[config.mk]
export PLATFORM = sky130hd
export DESIGN_NAME = rcfg_image_loader
export DESIGN_NICKNAME = d
export VERILOG_FILES = /design/src/rtl/rcfg_loader_pkg.sv /design/src/rtl/rcfg_image_rom.sv /design/src/rtl/rcfg_addr_ctr.sv /design/src/rtl/rcfg_load_fsm.sv /design/src/rtl/rcfg_image_loader.sv
export SDC_FILE = /design/constraint.sdc
export NUM_CORES = 1
export LEC_CHECK = 0
export ABC_AREA = 1
export BUFFER_PORTS_ARGS = -buffer_cell sky130_fd_sc_hd__buf_2
export CAP_MARGIN = 20
export CORE_ASPECT_RATIO = 0.5
export CORE_MARGIN = 5
export CORE_UTILIZATION = 55
export CTS_CLUSTER_SIZE = 10
export DETAILED_ROUTE_END_ITERATION = 7
export PLACE_DENSITY_LB_ADDON = 0.08
export SYNTH_ARGS = -nofsm -noshare
export SYNTH_HDL_FRONTEND = slang
export SYNTH_SLANG_ARGS = --single-unit
[constraint.sdc]
create_clock -name clk -period 2.7 [get_ports clk]
set_clock_uncertainty 0.05 [all_clocks]
set_input_delay 0.405 -clock clk [delete_from_list [all_inputs] [get_ports clk]]
set_output_delay 0.405 -clock clk [all_outputs]
set_load 0.005 [all_outputs]
[src/rtl/rcfg_loader_pkg.sv]
package rcfg_loader_pkg;

   typedef enum logic [2:0] {
      LD_IDLE  = 3'd0,
      LD_ISSUE = 3'd1,
      LD_PULSE = 3'd2,
      LD_WAIT  = 3'd3,
      LD_FIN   = 3'd4
   } ld_state_t;

   localparam logic [2:0] MODE_CHAN_PLL = 3'b101;
   localparam logic [2:0] MODE_NONE     = 3'b000;

   // Contents of image img at word idx; a mixing hash keeps images distinct.
   function automatic logic [31:0] img_word(input int unsigned img, input int unsigned idx);
      logic [31:0] v;
      v = (32'(img) * 32'd64 + 32'(idx) + 32'd1) * 32'h9E37_79B1;
      return v ^ (v >> 13) ^ 32'h5A3C_0000;
   endfunction

endpackage

[src/rtl/rcfg_image_rom.sv]
module rcfg_image_rom #(
   parameter int IMG_ID    = 0,
   parameter int IMG_WORDS = 38,
   parameter int ADDR_W    = 6,
   parameter int DATA_W    = 16
) (
   input  logic [ADDR_W-1:0] rd_addr,
   output logic [DATA_W-1:0] rd_data
);
   logic [DATA_W-1:0] mem [IMG_WORDS];

   for (genvar w = 0; w < IMG_WORDS; w++) begin : g_word
      assign mem[w] = DATA_W'(rcfg_loader_pkg::img_word(IMG_ID, w));
   end

   always_comb begin
      if (int'(rd_addr) < IMG_WORDS) rd_data = mem[rd_addr];
      else                           rd_data = '0;
   end
endmodule

[src/rtl/rcfg_addr_ctr.sv]
module rcfg_addr_ctr #(
   parameter int IMG_WORDS = 38,
   parameter int ADDR_W    = 6
) (
   input  logic              clk,
   input  logic              rst_n,
   input  logic              clr,
   input  logic              inc,
   output logic [ADDR_W-1:0] cnt,
   output logic              last
);
   localparam logic [ADDR_W-1:0] LAST_ADDR = ADDR_W'(IMG_WORDS - 1);

   always_ff @(posedge clk) begin
      if (!rst_n || clr) cnt <= '0;
      else if (inc)      cnt <= cnt + 1'b1;
   end

   assign last = (cnt == LAST_ADDR);
endmodule

[src/rtl/rcfg_load_fsm.sv]
module rcfg_load_fsm
   import rcfg_loader_pkg::*;
(
   input  logic clk,
   input  logic rst_n,
   input  logic start,
   input  logic busy,
   input  logic eng_done,
   input  logic last,
   output logic capture,
   output logic clr,
   output logic inc,
   output logic wr,
   output logic addr_en,
   output logic mode_on,
   output logic done
);
   ld_state_t st, st_nx;

   always_ff @(posedge clk) begin
      if (!rst_n) st <= LD_IDLE;
      else        st <= st_nx;
   end

   always_comb begin
      st_nx   = st;
      capture = 1'b0;
      clr     = 1'b0;
      inc     = 1'b0;
      unique case (st)
         LD_IDLE:  if (start) begin
                      capture = 1'b1;
                      clr     = 1'b1;
                      st_nx   = LD_ISSUE;
                   end
         LD_ISSUE: if (!busy) st_nx = LD_PULSE;
         LD_PULSE: if (last) st_nx = LD_WAIT;
                   else begin
                      inc   = 1'b1;
                      st_nx = LD_ISSUE;
                   end
         LD_WAIT:  if (eng_done) st_nx = LD_FIN;
         LD_FIN:   st_nx = LD_IDLE;
         default:  st_nx = LD_IDLE;
      endcase
   end

   assign wr      = (st == LD_PULSE);
   assign addr_en = (st == LD_ISSUE) || (st == LD_PULSE);
   assign mode_on = addr_en || (st == LD_WAIT);
   assign done    = (st == LD_FIN);
endmodule

[src/rtl/rcfg_image_loader.sv]
module rcfg_image_loader
   import rcfg_loader_pkg::*;
#(
   parameter int IMG_WORDS = 38,
   parameter int ADDR_W    = 6,
   parameter int DATA_W    = 16,
   parameter int SEL_W     = 2,
   parameter bit ONEHOT_MUX = 1'b0
) (
   input  logic              clk,
   input  logic              rst_n,
   input  logic              start_i,
   input  logic [SEL_W-1:0]  rate_i,
   input  logic              eng_busy_i,
   input  logic              eng_done_i,
   output logic              wr_o,
   output logic [ADDR_W-1:0] addr_o,
   output logic [DATA_W-1:0] data_o,
   output logic [2:0]        mode_o,
   output logic              done_o
);
   localparam int N_IMG = 1 << SEL_W;

   if (IMG_WORDS < 1 || IMG_WORDS > (1 << ADDR_W)) begin : g_chk_words
      $error("IMG_WORDS must lie in 1 .. 2**ADDR_W");
   end
   if (DATA_W < 1 || DATA_W > 32) begin : g_chk_data
      $error("DATA_W must lie in 1 .. 32");
   end
   if (SEL_W < 1 || SEL_W > 3) begin : g_chk_sel
      $error("SEL_W must lie in 1 .. 3");
   end

   logic              capture, clr, inc, wr, addr_en, mode_on, done, last;
   logic [ADDR_W-1:0] cnt;
   logic [SEL_W-1:0]  sel_q;
   logic [DATA_W-1:0] img_rd [N_IMG];
   logic [DATA_W-1:0] mux_rd;

   always_ff @(posedge clk) begin
      if (!rst_n)       sel_q <= '0;
      else if (capture) sel_q <= rate_i;
   end

   rcfg_load_fsm u_fsm (
      .clk, .rst_n,
      .start(start_i), .busy(eng_busy_i), .eng_done(eng_done_i), .last,
      .capture, .clr, .inc, .wr, .addr_en, .mode_on, .done
   );

   rcfg_addr_ctr #(.IMG_WORDS(IMG_WORDS), .ADDR_W(ADDR_W)) u_ctr (
      .clk, .rst_n, .clr, .inc, .cnt, .last
   );

   for (genvar i = 0; i < N_IMG; i++) begin : g_img
      rcfg_image_rom #(
         .IMG_ID(i), .IMG_WORDS(IMG_WORDS), .ADDR_W(ADDR_W), .DATA_W(DATA_W)
      ) u_rom (
         .rd_addr(cnt),
         .rd_data(img_rd[i])
      );
   end

   if (ONEHOT_MUX) begin : g_mux_andor
      always_comb begin
         mux_rd = '0;
         for (int i = 0; i < N_IMG; i++)
            mux_rd |= img_rd[i] & {DATA_W{sel_q == SEL_W'(i)}};
      end
   end else begin : g_mux_index
      assign mux_rd = img_rd[sel_q];
   end

   assign wr_o   = wr;
   assign addr_o = addr_en ? cnt    : '0;
   assign data_o = addr_en ? mux_rd : '0;
   assign mode_o = mode_on ? MODE_CHAN_PLL : MODE_NONE;
   assign done_o = done;
endmodule

==> flow_summary_export.csv, run 1 <==
group,metric,value,unit
drt,firstDrtPassIters,7,
critical_path,crit_type,"register to output pin",
critical_path,rr_worst_depth,10,
timing,rsz0062_at_grt,"yes",
global_routing,grt_pass1_vias,5781,
synthesis,ys_ff_latch,11,
critical_path,crit_end,"data_o[11]",
cells_and_area,design_area,0.00469,sq mm
clock_network,hold_buffers,0,
clock_network,path_clk_slew,0.04,ns
synthesis,synth_flop_cell,"dfxtp_1",
timing,hold_slack,0.385,ns
floorplan,row_count,22,
synthesis,synthesis.area,0.00426,sq mm
place,port_buffers,32,
critical_path,crit_fanout,6,
drt,wl_per_cell,20.7,um
drt,drcViolationCount,0,
critical_path,worstPathArrival,2.23,ns
synthesis,synthDistinctLibCells,34,
synthesis,ys_seq_area_share,5.17,%
cells_and_area,syn2layout_area_growth,10.0,%
drt,detail-route-antenna-nets,0,
clock_network,cts_buffers,3,
floorplan,coreArea,0.00743,sq mm
critical_path,crit_path_end_kind,"output pin",
power_and_ir_drop,ir_drop,383,uV
cells_and_area,stdcell_count,981,
synthesis,synthesis.nets,904,
timing,period_share,99.6,%
global_routing,gr-total-overflow,0,
clock_network,cts_sinks,11,
global_routing,grt_max_degree,43,
floorplan,die_x,135,um
timing,fin_setup_tns,0,ns
critical_path,timing.rr.start,"u_ctr.cnt[1]",
power_and_ir_drop,p_leak,2.55,nW
global_routing,grt_antenna_before_repair,0,
place,place_hpwl,14.6,mm
timing,relSlewSlack,52.0,%
timing,final-hold-violation-count,0,
floorplan,die_h,72.3,um
cells_and_area,drive_gt1_share,14.4,%
power_and_ir_drop,p_per_area,236,mW/mm^2
global_routing,track_usage,40.9,%
timing,fin_crit,2.69,ns
floorplan,die_area,0.00972,sq mm
global_routing,grt_pass1_wl,31.6,mm
timing,drv_slew,0,
synthesis,yosysTopAreaCellShare,29.1,%
floorplan,start_util,57.4,%
cells_and_area,antenna_cells,0,
synthesis,yosysWarnings,0,
timing,tightestPinTransition,0.717,ns
clock_network,htree_levels,1,
cells_and_area,nets,916,
clock_network,cts_tree,"yes",
synthesis,syn_inst,874,
synthesis,synth_edf_count,0,
clock_network,clockRootBuffer,"clkbuf_16",
power_and_ir_drop,total_power,1.11,mW
timing,setup_viol,0,
clock_network,cts_buffer_depth,2,
synthesis,netlist_top_cells_area,"nand2_1 29%, nand3_1 17%, nor2_1 8.0%",
drt,totalWireLength,20.3,mm
synthesis,synth_area_per_cell,4.88,sq um
critical_path,rrSetupSlack,0.81,ns
critical_path,worst_setup_path_start_kind,"register",
timing,fmax,372,MHz
drt,drt_iter0_drc,1350,
floorplan,pin_count,34,
critical_path,critical_path_required,2.25,ns
flow_run,cap_violations,0,
synthesis,async_flop_share,0,%
clock_network,clkLatencyLatePin,0.24,ns
place,gp_congestion,1.21,
place,place_area,0.00443,sq mm
drt,vias,6423,
critical_path,reg2reg_to,"u_ctr.cnt[5]",
synthesis,yosysTopAreaCell,"nand2_1",
status,status,"finished, final reports clean",
critical_path,crit_start,"u_ctr.cnt[0]",
hold_path,hold_class,"input port to register",
drt,post_drt_via_cell_ratio,6.55,
place,place_inst,974,
## layer usage
metal / up-vias / share of wire (%) / track usage, %
met5: - / 0 / 4.04
met4: 0 / 5.2 / 15.6
met3: 122 / 18 / 14.3
met2: 645 / 38 / 58.9
met1: 2812 / 39 / 55.6
li1: 2844 / - / -
## power breakdown
| group | total (mW) | internal, mW | switching (mW) | leakage (nW) |
|---|---|---|---|---|
| Clock | 0.271 | 0.198 | 0.0728 | 0.0382 |
| Combinational | 0.653 | 0.204 | 0.449 | 2.42 |
| Sequential | 0.184 | 0.171 | 0.0131 | 0.0914 |
## placed cells by master (no fill, tap or decap), types with 16 or more instances in the layout
cell type  count
a21oi_1       58
nand3_1      147
nand2_1      325
nor2_1        87
nand2_2       16
inv_1         49
o21ai_0       17
buf_2         32
o21ai_1       18
buf_4         22
## layout make-up
class,instances,area [sq um]
timing repair inverter,1,5.00
fill,793,2740
clock buffer,4,78.8
timing repair buffer,62,432
tap,96,120
sequential,11,226
multi-input combinational,743,3560
inverter,64,263
## worst max-delay path, cell delays in order (launching register included)
cell and delay [ns]:
dfxtp_1 0.37, inv_2 0.06, ha_2 0.33, inv_2 0.14
nand2_1 0.23, nand3_1 0.16, nand4_1 0.13, nand2_1 0.14
nand2_1 0.06, nand2_1 0.08, nand2_1 0.07, nor2_1 0.11
buf_2 0.12
## registers in the layout (all words and copies together) (netlist names)
name and cells:
u_fsm.st 3, u_ctr.cnt 6, sel_q 2
## cells by family (layout without fill, tap and decap cells)
| logic type | count (synthesis) | count (layout) | share of synthesized area (%) |
|---|---|---|---|
| simple gates | 607 | 607 | 60.3 |
| buf+inv | 120 | 131 | 13.6 |
| compound gates | 111 | 111 | 13.9 |
| fa+ha+maj | 23 | 23 | 6.75 |
| flops | 11 | 11 | 5.17 |
| other cells | 1 | 1 | 0.0880 |
| xor+xnor | 1 | 1 | 0.205 |
## Yosys cell counts, types with 3 or more instances
cell / instances
nor2_1: 91
nor3_1: 7
ha_1: 23
dfxtp_1: 11
buf_6: 7
inv_2: 10
o21a_1: 3
buf_1: 6
nand4_1: 6
a21oi_1: 60
nand3_1: 148
o211ai_1: 3
clkbuf_1: 7
nand2_2: 17
inv_1: 51
nand2_1: 331
o21ai_1: 18
a31oi_1: 4
buf_2: 25
buf_4: 11
o21ai_0: 17
## metrics by stage
step | worst slack, ns | utilization (%)
global placement | 0.237 | 59.6
CTS | 0.00278 | 60.8
finish | 0.0120 | 63.1
detailed placement | 0.233 | 59.6
floorplan | 0.207 | -
global route | -0.0443 | 63.1
## repair_timing
item | in CTS | in global routing
cloned | 0 | 1
endpoints found under the setup margin | 2 | 16
buffers inserted | 0 | 2
resized for setup | 2 | 45
pin swaps | 0 | 0
## how the worst min path moves through the flow
stage / endpoint / cells past startpoint / slack (ns) / start
floorplan: u_fsm.st[0] / 2 / 0.48 / rst_n
global route: u_fsm.st[0] / 3 / 0.40 / rst_n
finish: u_fsm.st[0] / 3 / 0.39 / rst_n
CTS: u_fsm.st[0] / 3 / 0.39 / rst_n
detailed placement: u_ctr.cnt[3] / 2 / 0.53 / u_ctr.cnt[3]
global placement: u_ctr.cnt[3] / 2 / 0.49 / u_ctr.cnt[3]
No activity file was read; power rests on OpenSTA's default activity.
==> run 2, diff against run 1 <==
--- a/config.mk
+++ b/config.mk
@@ -8,10 +8,9 @@
 export ABC_AREA = 1
 export BUFFER_PORTS_ARGS = -buffer_cell sky130_fd_sc_hd__buf_2
 export CAP_MARGIN = 20
-export CORE_ASPECT_RATIO = 0.5
+export CORE_ASPECT_RATIO = 1.2
 export CORE_MARGIN = 5
 export CORE_UTILIZATION = 55
-export CTS_CLUSTER_SIZE = 10
 export DETAILED_ROUTE_END_ITERATION = 7
 export PLACE_DENSITY_LB_ADDON = 0.08
 export SYNTH_ARGS = -nofsm -noshare
==> constraint.sdc (replaced) <==
create_clock -name clk -period 2.7 [get_ports clk]
set_clock_uncertainty 0.05 [all_clocks]
set_input_delay 0.135 -clock clk [delete_from_list [all_inputs] [get_ports clk]]
set_output_delay 0.135 -clock clk [all_outputs]
set_load 0.005 [all_outputs]
==> flow_summary_export.csv, run 2 (synthesis gave the netlist of run 1 again) <==
group,metric,value,unit
status,status,"complete, but fails checks",
status,failed_checks,"design-rule violations",
global_routing,grt_pass1_wl,32.2,mm
critical_path,reg2reg_to,"u_ctr.cnt[5]",
critical_path,path_depth,12,
critical_path,crit_path_end_kind,"output pin",
cells_and_area,design_area,0.00444,sq mm
timing,setup_viol,0,
critical_path,worst-path-buf-inv,2,
floorplan,start_util,55.9,%
global_routing,grt_antenna_before_repair,0,
cells_and_area,antenna_cells,0,
timing,fmax,383,MHz
timing,fin_crit,2.61,ns
critical_path,crit_start,"u_ctr.cnt[0]",
clock_network,htree_levels,1,
timing,tightestPinTransition,0.735,ns
timing,fin_setup_tns,0,ns
place,place_area,0.00437,sq mm
power_and_ir_drop,ir_drop,261,uV
floorplan,die_h,106,um
cells_and_area,fin_util,58.3,%
global_routing,grt_pass1_vias,6042,
drt,wl_per_cell,21.4,um
clock_network,path_clk_slew,0.05,ns
clock_network,hold_buffers,0,
critical_path,crit_fanout,18,
floorplan,row_count,35,
critical_path,slowest_stage,"dfxtp_1",
cells_and_area,drive_gt1_share,11.6,%
drt,detail-route-antenna-nets,0,
timing,final-hold-violation-count,0,
cells_and_area,regArea,223,sq um
timing,setup_ws,0.0906,ns
timing,rsz0062_at_grt,"no",
floorplan,die_x,90.4,um
timing,hold_slack,0.131,ns
critical_path,crit_type,"register to output pin",
drt,totalWireLength,20.6,mm
timing,drv_slew,0,
global_routing,grt_max_degree,54,
clock_network,post_cts_buffers,0,
floorplan,die_area,0.00962,sq mm
timing,period_share,96.6,%
cells_and_area,syn2layout_area_growth,4.17,%
critical_path,slowest_delay,0.33,ns
critical_path,rr_worst_depth,10,
critical_path,timing.rr.start,"u_ctr.cnt[0]",
clock_network,cts_buffers,3,
cells_and_area,final_cell_mix,"327 x nand2_1, 148 x nand3_1, 90 x nor2_1, 58 x a21oi_1, 51 x inv_1",
drt,post_drt_via_cell_ratio,6.66,
floorplan,coreArea,0.00762,sq mm
cells_and_area,fillers,848,
critical_path,worst_setup_path_start_kind,"register",
clock_network,cts_tree,"yes",
place,port_buffers,32,
cells_and_area,nets,903,
drt,firstDrtPassIters,8,
power_and_ir_drop,total_power,994,uW
timing,relSlewSlack,50.7,%
cells_and_area,top_regs,"u_ctr.cnt: 6 flops, u_fsm.st: 3 flops, sel_q: 2 flops",
floorplan,pin_count,34,
cells_and_area,stdcell_count,964,
power_and_ir_drop,p_per_area,224,mW/mm^2
drt,vias,6418,
critical_path,crit_end,"data_o[5]",
global_routing,track_usage,41.9,%
clock_network,clockRootBuffer,"clkbuf_8",
drt,drt_iter0_drc,1124,
hold_path,hold_class,"input port to register",
critical_path,path_delay_family,"simple AND/OR/NAND/NOR gates",
critical_path,critical_path_required,2.52,ns
place,place_inst,960,
place,place_hpwl,14.4,mm
place,place_ws,0.409,ns
drt,drcViolationCount,2,
cells_and_area,multiInputGateArea,0.00349,sq mm
critical_path,cpMostUsedCell,"nand2_1",
cells_and_area,largest_register_ffs,6,
flow_run,cap_violations,0,
cells_and_area,final_common_cell,"nand2_1",
critical_path,worstPathArrival,2.42,ns
clock_network,cts_buffer_depth,2,
clock_network,cts_resized,0,
place,gp_congestion,1.22,
critical_path,path_cells,"buf_4 -> ha_2 -> nand2_1 -> nand2_1 -> nand2_1 -> o21ai_1 -> o21ai_1 -> nand2_1 -> nand2_1 -> nand2_1 -> nor2_1 -> buf_2",
cells_and_area,regMostFlops,"u_ctr.cnt",
critical_path,rrSetupSlack,0.60,ns
clock_network,clkLatencyLatePin,0.24,ns
clock_network,cts_sinks,11,
power_and_ir_drop,p_leak,2.41,nW
global_routing,gr-total-overflow,0,
-- run 2: cell types whose count changed in the layout (fill, tap and decap cells not counted), sizes merged --
cell | previous run | this run
inv | 62 | 63
buf | 62 | 50
clkinvlp | 2 | 0
-- run 2: tightest hold or removal path, delay by kind of cell --
family / cells / cell delay, ns
buffers and inverters: 2 / 0.10
and+or+nand+nor: 1 / 0.07
AOI/OAI and AO/OA: 1 / 0.06
-- run 2: power by group --
group	internal, mW	leakage (nW)	switching [mW]	total (mW)
sequential	0.171	0.0906	0.00670	0.178
combinational	0.195	2.30	0.457	0.652
clock	0.104	0.0228	0.0607	0.164
-- run 2: final cells by class --
cell class | count | area share, %
Timing Repair Buffer | 50 | 7.21
Multi-Input combinational cell | 743 | 78.6
Sequential cell | 11 | 5.02
Tap cell | 92 | 2.59
Inverter | 64 | 5.52
Clock buffer | 4 | 1.01
-- run 2: metal layers --
layer  share of wire [%]  GRT usage (%)
met5                   0              0
met4                 9.0           30.7
met3                  14           7.86
met2                  43           65.1
met1                  35           51.2
-- run 2: worst min path at each step --
stage,start,endpoint,cells past startpoint
after global placement,rst_n,u_fsm.st[0],3
after CTS,eng_done_i,u_fsm.st[1],4
final,eng_done_i,u_fsm.st[1],4
after floorplan,rst_n,u_fsm.st[0],2
after global routing,rate_i[0],sel_q[0],3
after detailed placement,rst_n,u_fsm.st[0],3
